File: src/rtl/hz_pkg.sv
package hz_pkg;

    // Forwarding source for one execute operand
    typedef enum logic [1:0] {
        FWD_RF  = 2'd0,
        FWD_MEM = 2'd1,
        FWD_WB  = 2'd2
    } fwd_sel_e;

    // Bit positions of the hazard-kind flag
    localparam int KIND_RAW = 0;
    localparam int KIND_WAW = 1;
    localparam int KIND_WAR = 2;
    localparam int KIND_W   = 3;

    // Raw (unprioritised) dependence findings
    typedef struct packed {
        logic raw;
        logic waw;
        logic war;
    } dep_t;

endpackage

File: src/rtl/hz_src_fwd.sv
module hz_src_fwd
    import hz_pkg::*;
#(
    parameter int REG_W = 5
) (
    input  logic             clk,
    input  logic             rst,
    input  logic [REG_W-1:0] src,
    input  logic [REG_W-1:0] mem_rd,
    input  logic [REG_W-1:0] wb_rd,
    output fwd_sel_e         sel
);

    logic src_live;
    assign src_live = (src != '0);

    always_comb begin
        if (src_live && (src == mem_rd))
            sel = FWD_MEM;
        else if (src_live && (src == wb_rd))
            sel = FWD_WB;
        else
            sel = FWD_RF;
    end


    wb_not_over_mem_chk: assert property (@(posedge clk) disable iff (rst)
        (sel == FWD_WB) |-> (src != mem_rd));


    zero_src_rf_chk: assert property (@(posedge clk) disable iff (rst)
        (src == '0) |-> (sel == FWD_RF));

endmodule

File: src/rtl/hz_dep_check.sv
module hz_dep_check
    import hz_pkg::*;
#(
    parameter int REG_W = 5,
    parameter int N_OLD = 3
) (
    input  logic             clk,
    input  logic             rst,
    input  logic             id_valid,
    input  logic [REG_W-1:0] id_rs1,
    input  logic [REG_W-1:0] id_rs2,
    input  logic [REG_W-1:0] id_rd,
    input  logic [REG_W-1:0] old_rd  [N_OLD],
    input  logic [REG_W-1:0] old_rs1 [N_OLD],
    input  logic [REG_W-1:0] old_rs2 [N_OLD],
    output dep_t             deps
);

    function automatic logic same_nz(input logic [REG_W-1:0] a, input logic [REG_W-1:0] b);
        return (a != '0) && (a == b);
    endfunction

    logic [N_OLD-1:0] raw_hit;
    logic [N_OLD-1:0] waw_hit;
    logic [N_OLD-1:0] war_hit;

    for (genvar g = 0; g < N_OLD; g++) begin : g_stage
        assign raw_hit[g] = same_nz(id_rs1, old_rd[g]) | same_nz(id_rs2, old_rd[g]);
        assign waw_hit[g] = same_nz(id_rd, old_rd[g]);
        assign war_hit[g] = same_nz(id_rd, old_rs1[g]) | same_nz(id_rd, old_rs2[g]);
    end

    assign deps.raw = id_valid & (|raw_hit);
    assign deps.waw = id_valid & (|waw_hit);
    assign deps.war = id_valid & (|war_hit);


    zero_dst_chk: assert property (@(posedge clk) disable iff (rst)
        (id_rd == '0) |-> (!deps.waw && !deps.war));


    invalid_quiet_chk: assert property (@(posedge clk) disable iff (rst)
        !id_valid |-> (deps == '0));

endmodule

File: src/rtl/hz_branch_ctr.sv
module hz_branch_ctr #(
    parameter int PENALTY = 2
) (
    input  logic clk,
    input  logic rst,
    input  logic issue,
    output logic busy
);

    localparam int CNT_W = $clog2(PENALTY + 1);
    localparam logic [CNT_W-1:0] LOAD_VAL = CNT_W'(PENALTY);

    logic [CNT_W-1:0] cnt;

    always_ff @(posedge clk) begin
        if (rst)
            cnt <= '0;
        else if (issue)
            cnt <= LOAD_VAL;
        else if (cnt != '0)
            cnt <= cnt - 1'b1;
    end

    assign busy = (cnt != '0);


    br_penalty_chk: assert property (@(posedge clk) disable iff (rst)
        issue |=> busy);


    br_cnt_range_chk: assert property (@(posedge clk) disable iff (rst)
        cnt <= LOAD_VAL);

endmodule

File: src/rtl/pipe_hazard_unit.sv
module pipe_hazard_unit
    import hz_pkg::*;
#(
    parameter int REG_W      = 5,
    parameter int BR_PENALTY = 2
) (
    input  logic              clk,
    input  logic              rst,
    input  logic              id_valid,
    input  logic [REG_W-1:0]  id_rs1,
    input  logic [REG_W-1:0]  id_rs2,
    input  logic [REG_W-1:0]  id_rd,
    input  logic              id_branch,
    input  logic [REG_W-1:0]  ex_rs1,
    input  logic [REG_W-1:0]  ex_rs2,
    input  logic [REG_W-1:0]  ex_rd,
    input  logic              ex_load,
    input  logic [REG_W-1:0]  mem_rs1,
    input  logic [REG_W-1:0]  mem_rs2,
    input  logic [REG_W-1:0]  mem_rd,
    input  logic [REG_W-1:0]  wb_rs1,
    input  logic [REG_W-1:0]  wb_rs2,
    input  logic [REG_W-1:0]  wb_rd,
    output logic              stall,
    output logic              ex_bubble,
    output logic [1:0]        fwd_a,
    output logic [1:0]        fwd_b,
    output logic [KIND_W-1:0] hz_kind,
    output logic              load_use
);

    localparam int N_OLD = 3;
    localparam int N_OPS = 2;

    // ---------------- dependence classification ----------------
    logic [REG_W-1:0] old_rd  [N_OLD];
    logic [REG_W-1:0] old_rs1 [N_OLD];
    logic [REG_W-1:0] old_rs2 [N_OLD];
    dep_t             deps;

    assign old_rd[0]  = ex_rd;
    assign old_rd[1]  = mem_rd;
    assign old_rd[2]  = wb_rd;
    assign old_rs1[0] = ex_rs1;
    assign old_rs1[1] = mem_rs1;
    assign old_rs1[2] = wb_rs1;
    assign old_rs2[0] = ex_rs2;
    assign old_rs2[1] = mem_rs2;
    assign old_rs2[2] = wb_rs2;

    hz_dep_check #(.REG_W(REG_W), .N_OLD(N_OLD)) u_dep (
        .clk      (clk),
        .rst      (rst),
        .id_valid (id_valid),
        .id_rs1   (id_rs1),
        .id_rs2   (id_rs2),
        .id_rd    (id_rd),
        .old_rd   (old_rd),
        .old_rs1  (old_rs1),
        .old_rs2  (old_rs2),
        .deps     (deps)
    );

    // Priority RAW > WAW > WAR, presented one-hot
    always_comb begin
        hz_kind = '0;
        if (deps.raw)
            hz_kind[KIND_RAW] = 1'b1;
        else if (deps.waw)
            hz_kind[KIND_WAW] = 1'b1;
        else if (deps.war)
            hz_kind[KIND_WAR] = 1'b1;
    end

    // ---------------- forwarding for the execute operands ----------------
    logic [REG_W-1:0] ex_src [N_OPS];
    fwd_sel_e         op_sel [N_OPS];

    assign ex_src[0] = ex_rs1;
    assign ex_src[1] = ex_rs2;

    for (genvar k = 0; k < N_OPS; k++) begin : g_op
        hz_src_fwd #(.REG_W(REG_W)) u_fwd (
            .clk    (clk),
            .rst    (rst),
            .src    (ex_src[k]),
            .mem_rd (mem_rd),
            .wb_rd  (wb_rd),
            .sel    (op_sel[k])
        );
    end

    assign fwd_a = op_sel[0];
    assign fwd_b = op_sel[1];

    // ---------------- load-use and branch stalls ----------------
    logic ld_dst_live;
    logic br_busy;
    logic br_issue;

    assign ld_dst_live = ex_load && (ex_rd != '0);
    assign load_use    = id_valid && ld_dst_live &&
                         ((id_rs1 == ex_rd) || (id_rs2 == ex_rd));

    assign stall     = load_use | br_busy;
    assign ex_bubble = stall;
    assign br_issue  = id_valid & id_branch & ~stall;

    hz_branch_ctr #(.PENALTY(BR_PENALTY)) u_br (
        .clk   (clk),
        .rst   (rst),
        .issue (br_issue),
        .busy  (br_busy)
    );


    kind_onehot_chk: assert property (@(posedge clk) disable iff (rst)
        $onehot0(hz_kind));


    load_use_stall_chk: assert property (@(posedge clk) disable iff (rst)
        load_use |-> (stall && ex_bubble));


    raw_ex_flag_chk: assert property (@(posedge clk) disable iff (rst)
        (id_valid && ex_rd != '0 && id_rs1 == ex_rd) |-> hz_kind[KIND_RAW]);


    held_branch_chk: assert property (@(posedge clk) disable iff (rst)
        (id_valid && id_branch && load_use && !br_busy) |=> !br_busy);

endmodule

File: config.mk
export PLATFORM = sky130hd
export DESIGN_NAME = pipe_hazard_unit
export DESIGN_NICKNAME = d
export VERILOG_FILES = /design/src/rtl/hz_pkg.sv /design/src/rtl/hz_src_fwd.sv /design/src/rtl/hz_dep_check.sv /design/src/rtl/hz_branch_ctr.sv /design/src/rtl/pipe_hazard_unit.sv
export SDC_FILE = /design/constraint.sdc
export NUM_CORES = 1
export LEC_CHECK = 0
export BUFFER_PORTS_ARGS = -buffer_cell sky130_fd_sc_hd__buf_2
export CAP_MARGIN = 20
export CORE_MARGIN = 5
export CORE_UTILIZATION = 47
export DETAILED_ROUTE_END_ITERATION = 8
export PLACE_DENSITY = 0.86
export SETUP_SLACK_MARGIN = 0.15
export SLEW_MARGIN = 20
export SYNTH_ARGS = -nofsm -noshare
export SYNTH_HDL_FRONTEND = slang
export SYNTH_HIERARCHICAL = 1
export SYNTH_SLANG_ARGS = --single-unit
File: constraint.sdc
create_clock -name clk -period 1.7 [get_ports clk]
set_input_delay 0.255 -clock clk [delete_from_list [all_inputs] [get_ports clk]]
set_output_delay 0.255 -clock clk [all_outputs]
set_load 0.05 [all_outputs]
==> results of run 1 <==
[logic make-up after synthesis]
kind of cell              share of synthesized area [%]
and+or+nand+nor                                    22.6
xor gates and xnor gates                           63.2
AOI/OAI and AO/OA                                  7.57
DFF                                                2.75
buffers and inverters                              3.87
[through the flow]
step	utilization, %	instances	hold slack [ps]	cell area [um^2]	setup slack [ps]
floorplan	-	186	327	1520	-228
global placement	73.3	330	441	2200	-251
detailed placement	73.3	330	445	2200	-297
CTS	89.9	341	203	2700	-134
[repair_timing]
action                     4_1_cts
setup buffers                    8
gates resized for setup        100
setup endpoints to repair       10
pin swaps                       26
==> results.py, run 1 <==
metrics = {
    "outcome": {
        "stop_stage": "5_1_grt",
        "tool.error": "[ERROR DPL-0038] Utilization greater than 100%, impossible to legalize",
        "status": "stopped before the end",
    },
    "synth": {
        "syn_area_um2": 1460,
        "ys_types": 29,
        "synth.area.top_cells": "xnor2_1 37%, xor2_1 26%, nand3_1 6.2%",
        "synth_warnings": 6,
        "yosys.cell_count.top_type": "xnor2_1",
        "synth.top_cell.area_share_pct": 36.7,
        "ys_ff_latch": 2,
        "async_flop_share_pct": 0,
        "synth_commonest_cells": "61 x xnor2_1, 44 x xor2_1, 18 x nand3_1, 18 x nor3_1, 5 x a31oi_1",
        "synth-edff-count": 0,
        "seq_area_frac_synth_pct": 2.75,
        "ys.flop_type": "dfxtp_1",
        "yosys.area.top_type": "xnor2_1",
        "syn_avg_cell_area_um2": 7.82,
        "syn_inst": 186,
        "syn_nets": 251,
    },
    "cts": {
        "cts_root_buffer": "clkbuf_4",
        "cts_made_buffers": 3,
        "cts.sinks": 2,
        "htree_levels": 1,
        "cts_buffer_depth": 2,
        "cts_hold_buf": 0,
    },
    "global_routing": {
        "grt_max_degree": 11,
    },
    "placed_design": {
        "port_buffers": 74,
        "finalWeightedCongestion": 0.912,
        "dpl.hpwl_um": 4020,
    },
    "floorplan": {
        "die_width_um": 65.6,
        "io-pin-count": 75,
        "die_h_um": 65.6,
        "start_util_pct": 48.5,
        "fp-row-count": 20,
    },
    "sta": {
        "crit_endpoint": "hz_kind[2]",
        "endpoint_type": "top-level output",
    },
}
==> run 2, diff against run 1 <==
--- a/config.mk
+++ b/config.mk
@@ -8,10 +8,9 @@
 export BUFFER_PORTS_ARGS = -buffer_cell sky130_fd_sc_hd__buf_2
 export CAP_MARGIN = 20
 export CORE_MARGIN = 5
-export CORE_UTILIZATION = 47
+export CORE_UTILIZATION = 40
 export DETAILED_ROUTE_END_ITERATION = 8
-export PLACE_DENSITY = 0.86
-export SETUP_SLACK_MARGIN = 0.15
+export PLACE_DENSITY_LB_ADDON = 0.15
 export SLEW_MARGIN = 20
 export SYNTH_ARGS = -nofsm -noshare
 export SYNTH_HDL_FRONTEND = slang
==> run 2 against run 1 <==
Net effect:
- the flow now finishes, with violations (negative setup slack)
- area after synthesis is the same
- synthesized cell count stayed put
==> results.py, run 2 <==
metrics = {
    "synth": {
        "yosys.area.top_type": "xnor2_1",
        "syn_inst": 186,
        "synth_warnings": 6,
        "syn_avg_cell_area_um2": 7.82,
        "ys_ff_latch": 2,
        "yosys.cell_count.top_type": "xnor2_1",
        "synth.area.top_cells": "xnor2_1 37%, xor2_1 26%, nand3_1 6.2%",
        "syn_nets": 251,
        "async_flop_share_pct": 0,
        "syn_area_um2": 1460,
        "ys_types": 29,
        "synth_commonest_cells": "61 x xnor2_1, 44 x xor2_1, 18 x nand3_1, 18 x nor3_1, 5 x a31oi_1",
        "seq_area_frac_synth_pct": 2.75,
        "synth.top_cell.area_share_pct": 36.7,
        "ys.flop_type": "dfxtp_1",
        "synth-edff-count": 0,
    },
    "setup_path": {
        "worst_r2r_startpoint": "u_br/cnt[1]",
        "cp_slowest_cell": "or4_4",
        "worstReg2RegEnd": "u_br/cnt[1]",
        "crit_path_end_kind": "output port",
        "start_kind": "input pin",
        "crit_required_ps": 1440,
        "cp_cell_sequence": "buf_12, or4_4, o21ai_4, buf_6, a31oi_1, nor3b_4, buf_6",
        "worstSetupPathType": "in2out",
        "path_depth": 7,
        "reg2reg_slack_ps": 530,
        "cp-endpoint": "hz_kind[2]",
        "worst_r2r_path_depth": 5,
        "path_delay_family": "simple AND/OR/NAND/NOR gates",
        "crit_arrival_ps": 1580,
        "critPathLaunch": "id_rd[1]",
        "crit_path_frequent_cell": "buf_6",
        "worstPathMaxFanout": 7,
        "worst-path-buf-inv": 3,
        "cpPeakStageDelay_ps": 540,
    },
    "global_routing": {
        "grt_max_degree": 11,
        "grt_usage_pct": 20.1,
        "antenna_found_initial": 0,
        "grt_overflow": 0,
        "grt_pass1_vias": 1809,
        "grt_pass1_wl_um": 8310,
    },
    "cts": {
        "cts_buffer_depth": 2,
        "cts.sinks": 2,
        "cts_tree": "built",
        "htree_levels": 1,
        "clk_pin_slew_ps": 30,
        "cts_root_buffer": "clkbuf_4",
        "cts_made_buffers": 3,
        "cts_hold_buf": 0,
        "worstSkewPairLatency_ps": 230,
    },
    "drt": {
        "drt-pass1-iter-count": 4,
        "initialDrtViolationCount": 74,
        "highest_layer": "met4",
        "drt-total-wl_um": 5640,
        "routed-wl-met3_um": 281,
        "vias": 1843,
        "drc": 0,
        "wl_met2_um": 2960,
        "wl_met1_um": 2300,
        "wl_per_cell_um": 15.4,
        "ant_nets": 0,
        "via_per_inst": 5.02,
    },
    "pwr": {
        "ir_drop_v": 0.000392,
        "power.density_nw_per_um2": 339,
        "leakagePower_nw": 1.23,
    },
    "outcome": {
        "status": "finished with violations",
        "violations": "negative setup slack",
    },
    "cells_and_area": {
        "largest_register_ffs": 2,
        "finalInstanceArea_um2": 2880,
        "final_common_cell": "buf_4",
        "top_regs": "u_br/cnt: 2 flops",
        "n_antenna_cell": 0,
        "nets": 386,
        "syn_to_final_growth_pct": 98.2,
        "top_register": "u_br/cnt",
        "layout_common_cells": "53 x buf_4, 48 x xnor2_1, 47 x buf_2",
        "n_fill_cell": 251,
        "drive_above_1_share_pct": 57.4,
    },
    "job": {
        "cap_violations": 0,
    },
    "placed_design": {
        "dpl.hpwl_um": 4070,
        "placed_area_um2": 2300,
        "port_buffers": 74,
        "finalWeightedCongestion": 0.858,
    },
    "floorplan": {
        "io-pin-count": 75,
        "start_util_pct": 40.7,
        "dieArea_um2": 4940,
        "die_h_um": 70.3,
        "core_um2": 3580,
        "die_width_um": 70.3,
        "fp-row-count": 22,
    },
    "min_path": {
        "hp-class": "in2reg",
    },
    "sta": {
        "fmax_mhz": 545,
        "setup_violations": 6,
        "slew_viol_final": 0,
        "fin_skew_ps": 1.25,
        "period_minus_slack_ps": 1840,
        "fin_hold_ws_ps": 221,
        "hold_viol_final": 0,
        "worst_slack_ps": -136,
        "max_slew_margin_pct": 78.0,
        "grt_setup_unrepaired": "yes",
        "finalCritPeriodShare_pct": 108,
        "worstMarginPinSlew_ps": 328,
    },
}
==> run 2: cell counts after synthesis <==
Identical to the previous run, type by type.
==> run 2: area by class of cell <==
cell class                      instances  area, um^2  area share, %
Clock buffer                            3        22.5          0.781
Multi-Input combinational cell        178        1670           57.8
Timing Repair Buffer                  136        1090           38.0
Sequential cell                         2        40.0           1.39
Tap cell                               48        60.1           2.08
==> run 2: routing by layer <==
metal / track usage [%] / vias to the layer above
met5: 0 / -
met3: 2.73 / 9
met4: 1.91 / 0
met1: 24.7 / 861
li1: - / 916
met2: 37.6 / 57
==> run 2: metrics by stage <==
stage,setup TNS (ps),setup WS [ps],util [%],instances,power (mW)
3_5_place_dp,-1040,-290,64.2,354,0.694
3_3_place_gp,-1050,-273,64.2,354,0.686
5_1_grt,-829,-185,80.6,367,1.04
4_1_cts,-267,-142,72.8,364,0.882
2_1_floorplan,-410,-228,-,186,0.409
6_report,-465,-136,80.6,367,0.978
==> run 2: how the worst min path moves through the flow <==
stage / start / to / cells past startpoint
finish: rst / u_br/cnt[1] / 2
global route: rst / u_br/cnt[0] / 2
CTS: rst / u_br/cnt[0] / 2
detailed placement: u_br/cnt[0] / u_br/cnt[0] / 1
global placement: u_br/cnt[0] / u_br/cnt[0] / 1
floorplan: rst / u_br/cnt[1] / 1
==> run 2: timing repair <==
item                       4_1_cts  5_1_grt
setup endpoints to repair       10       10
gates resized for setup         55       59
setup buffers                    7        3
pin swaps                       22       27
==> run 2: report_power, final <==
part | switching [mW] | leakage, nW | internal [mW]
logic | 0.390 | 1.20 | 0.429
registers | 0.00113 | 0.0163 | 0.0490
clock network | 0.0308 | 0.0138 | 0.0783
total | 0.422 | 1.23 | 0.556
==> run 2: cells by family after synthesis <==
| kind of cell | share of synthesized area, % |
|---|---|
| XOR/XNOR | 63.2 |
| AO/OA/AOI/OAI | 7.57 |
| flip-flops | 2.75 |
| AND/OR/NAND/NOR | 22.6 |
| buffers and inverters | 3.87 |
==> run 2: worst reg2reg max path, stage by stage, from the launching register on <==
cell and delay [ps]:
dfxtp_1 300, or2_1 230, nand3b_1 160, a41oi_1 260, a21oi_1 70, nor2_1 90
(Power assumes the default switching activity.)
==> run 3, diff against run 2 <==
--- a/config.mk
+++ b/config.mk
@@ -5,6 +5,7 @@
 export SDC_FILE = /design/constraint.sdc
 export NUM_CORES = 1
 export LEC_CHECK = 0
+export ABC_AREA = 1
 export BUFFER_PORTS_ARGS = -buffer_cell sky130_fd_sc_hd__buf_2
 export CAP_MARGIN = 20
 export CORE_MARGIN = 5
==> run 3 against run 2 <==
Net effect:
- the run now ends clean
- sequential cell count unchanged
- power decreased by 2.3%
- sequential power hardly changed
- area after synthesis rose by 32%
- routed wire length increased by 5.1%
- synthesized cell count up 100%
- largest power group unchanged
- clock power grew 64%
- setup slack improved by 190 ps
- global-route usage decreased by 1.3 points
- worst hold slack improved by 93 ps
==> results.py, run 3 <==
metrics = {
    "pwr": {
        "leakagePower_nw": 1.68,
        "ir_drop_v": 0.000498,
        "power.density_nw_per_um2": 336,
    },
    "floorplan": {
        "io-pin-count": 75,
        "die_width_um": 79.4,
        "dieArea_um2": 6300,
        "die_h_um": 79.4,
        "fp-row-count": 25,
        "core_um2": 4690,
        "start_util_pct": 41.0,
    },
    "placed_design": {
        "finalWeightedCongestion": 0.859,
        "placed_cells": 525,
        "dpl.hpwl_um": 4880,
        "dp_slack_ps": -132,
        "port_buffers": 74,
    },
    "synth": {
        "yosys.cell_count.top_type": "nand2_1",
        "syn_nets": 443,
        "synth.area.top_cells": "nand2_1 29%, xor2_1 16%, xnor2_1 11%",
        "synth_warnings": 6,
        "syn_area_um2": 1930,
        "syn_inst": 378,
        "synth.top_cell.area_share_pct": 28.8,
        "seq_area_frac_synth_pct": 2.08,
        "synth_commonest_cells": "148 x nand2_1, 50 x inv_1, 43 x nor2_1",
        "yosys.area.top_type": "nand2_1",
        "ys.flop_type": "dfxtp_1",
        "synth-edff-count": 0,
        "ys_types": 22,
        "syn_avg_cell_area_um2": 5.09,
        "async_flop_share_pct": 0,
        "ys_ff_latch": 2,
    },
    "global_routing": {
        "grt_max_degree": 12,
        "grt_overflow": 0,
        "grt_pass1_wl_um": 9780,
        "grt_usage_pct": 18.8,
        "grt_pass1_vias": 2245,
        "antenna_found_initial": 0,
    },
    "cells_and_area": {
        "final_util_pct": 60.6,
        "syn_to_final_growth_pct": 47.7,
        "largest_register_ffs": 2,
        "n_antenna_cell": 0,
        "top_regs": "u_br/cnt: 2 flops",
        "layout_common_cells": "143 x nand2_1, 50 x buf_2, 41 x inv_1",
        "top_register": "u_br/cnt",
        "drive_above_1_share_pct": 34.3,
        "final_common_cell": "nand2_1",
        "instances_no_fill": 535,
        "n_fill_cell": 468,
        "nets": 548,
    },
    "sta": {
        "hold_viol_final": 0,
        "fin_skew_ps": 0.160,
        "period_minus_slack_ps": 1640,
        "fmax_mhz": 609,
        "slew_viol_final": 0,
        "setup_violations": 0,
        "max_slew_margin_pct": 83.5,
        "finalCritPeriodShare_pct": 96.5,
        "worstMarginPinSlew_ps": 249,
        "tns_ps": 0,
        "worst_slack_ps": 58.8,
        "grt_setup_unrepaired": "yes",
    },
    "min_path": {
        "hp-class": "in2reg",
    },
    "cts": {
        "clk_pin_slew_ps": 30,
        "worstSkewPairLatency_ps": 200,
        "cts_root_buffer": "clkbuf_8",
        "cts_buffer_depth": 2,
        "htree_levels": 1,
        "cts_tree": "built",
        "cts_made_buffers": 3,
        "cts.sinks": 2,
    },
    "setup_path": {
        "crit_required_ps": 1440,
        "worstPathMaxFanout": 6,
        "cpPeakStageDelay_ps": 210,
        "crit_path_end_kind": "output port",
        "reg2reg_slack_ps": 690,
        "cp_cell_sequence": "buf_2, inv_1, nand2_1, nand2_1, nor2_2, nand3_1, nand3_1, nand2_2, a21oi_4, nor2_2, buf_6",
        "start_kind": "input pin",
        "cp_slowest_cell": "a21oi_4",
        "crit_arrival_ps": 1390,
        "path_delay_family": "simple AND/OR/NAND/NOR gates",
        "worstSetupPathType": "in2out",
        "worst-path-buf-inv": 3,
    },
    "job": {
        "cap_violations": 0,
    },
    "outcome": {
        "status": "completed",
    },
    "drt": {
        "drt-total-wl_um": 5930,
        "via_per_inst": 4.51,
        "drt-pass1-iter-count": 4,
        "wl_per_cell_um": 11.1,
        "drc": 0,
        "ant_nets": 0,
        "vias": 2414,
        "initialDrtViolationCount": 81,
    },
}
[run 3: cell types whose count changed in the layout (fill, tap and decap cells not counted), moves of 8 or more]
cell and change:
xor2_1 -10, xnor2_1 -26, nand2_1 +140, nor3_2 -8
inv_1 +41, inv_2 +19, buf_6 -11, buf_4 -15
nor2_1 +37, buf_8 -9
[run 3: final cells by class]
type | instances | area, um^2 | share of cell area, %
multi-input cells | 304 | 1650 | 58.0
repair buffers | 106 | 783 | 27.5
inverters | 66 | 263 | 9.24
well taps | 54 | 67.6 | 2.38
clock buffers | 3 | 41.3 | 1.45
flip-flops and latches | 2 | 40.0 | 1.41
[run 3: layer usage]
layer	GRT usage [%]	wire, um	vias up
met2	32.7	2890	68
met3	1.58	406	2
met5	0	0	-
met1	25.6	2610	1023
li1	-	-	1321
met4	2.92	21	0
[run 3: kinds of logic after synthesis]
group / after synthesis / share of synthesized area [%]
AND/OR/NAND/NOR: 234 / 50.2
buffers and inverters: 72 / 16.3
XOR/XNOR: 62 / 29.0
AO/OA/AOI/OAI: 8 / 2.47
flip-flops: 2 / 2.08
[run 3: what timing repair did]
item | in CTS | in global routing
buffers inserted | 0 | 6
gates resized for setup | 11 | 79
hold buffers | 0 | 0
cloned | 0 | 1
pin swaps | 1 | 29
setup endpoints to repair | 3 | 6
[run 3: per-stage QoR]
stage | hold WS (ps) | power [mW] | instance area (um^2)
floorplan | 419 | 0.441 | 1940
global placement | 445 | 0.681 | 2500
detailed placement | 450 | 0.687 | 2500
CTS | 313 | 0.881 | 2570
global route | 361 | 1.05 | 2840
finish | 314 | 0.955 | 2840
[run 3: final timing paths]
kind                                   from     endpoint  cells past startpoint
worst max-delay path              id_rs1[4]   hz_kind[2]                     11
worst min-delay path                    rst  u_br/cnt[0]                      4
worst max register to register  u_br/cnt[1]  u_br/cnt[0]                      7
worst min register to register  u_br/cnt[1]  u_br/cnt[0]                      2
[run 3: where the power goes]
group | switching, mW | internal (mW)
clock | 0.0301 | 0.149
sequential | 0.000988 | 0.0491
combinational | 0.392 | 0.333
[run 3: worst reg2reg max path, cell delays in order (launching register included)]
cell and delay, ps:
dfxtp_1 300, or2_1 220, inv_1 60, nand2_2 80, nor2_2 110, inv_1 50, nand2_1 60, nor2_1 30
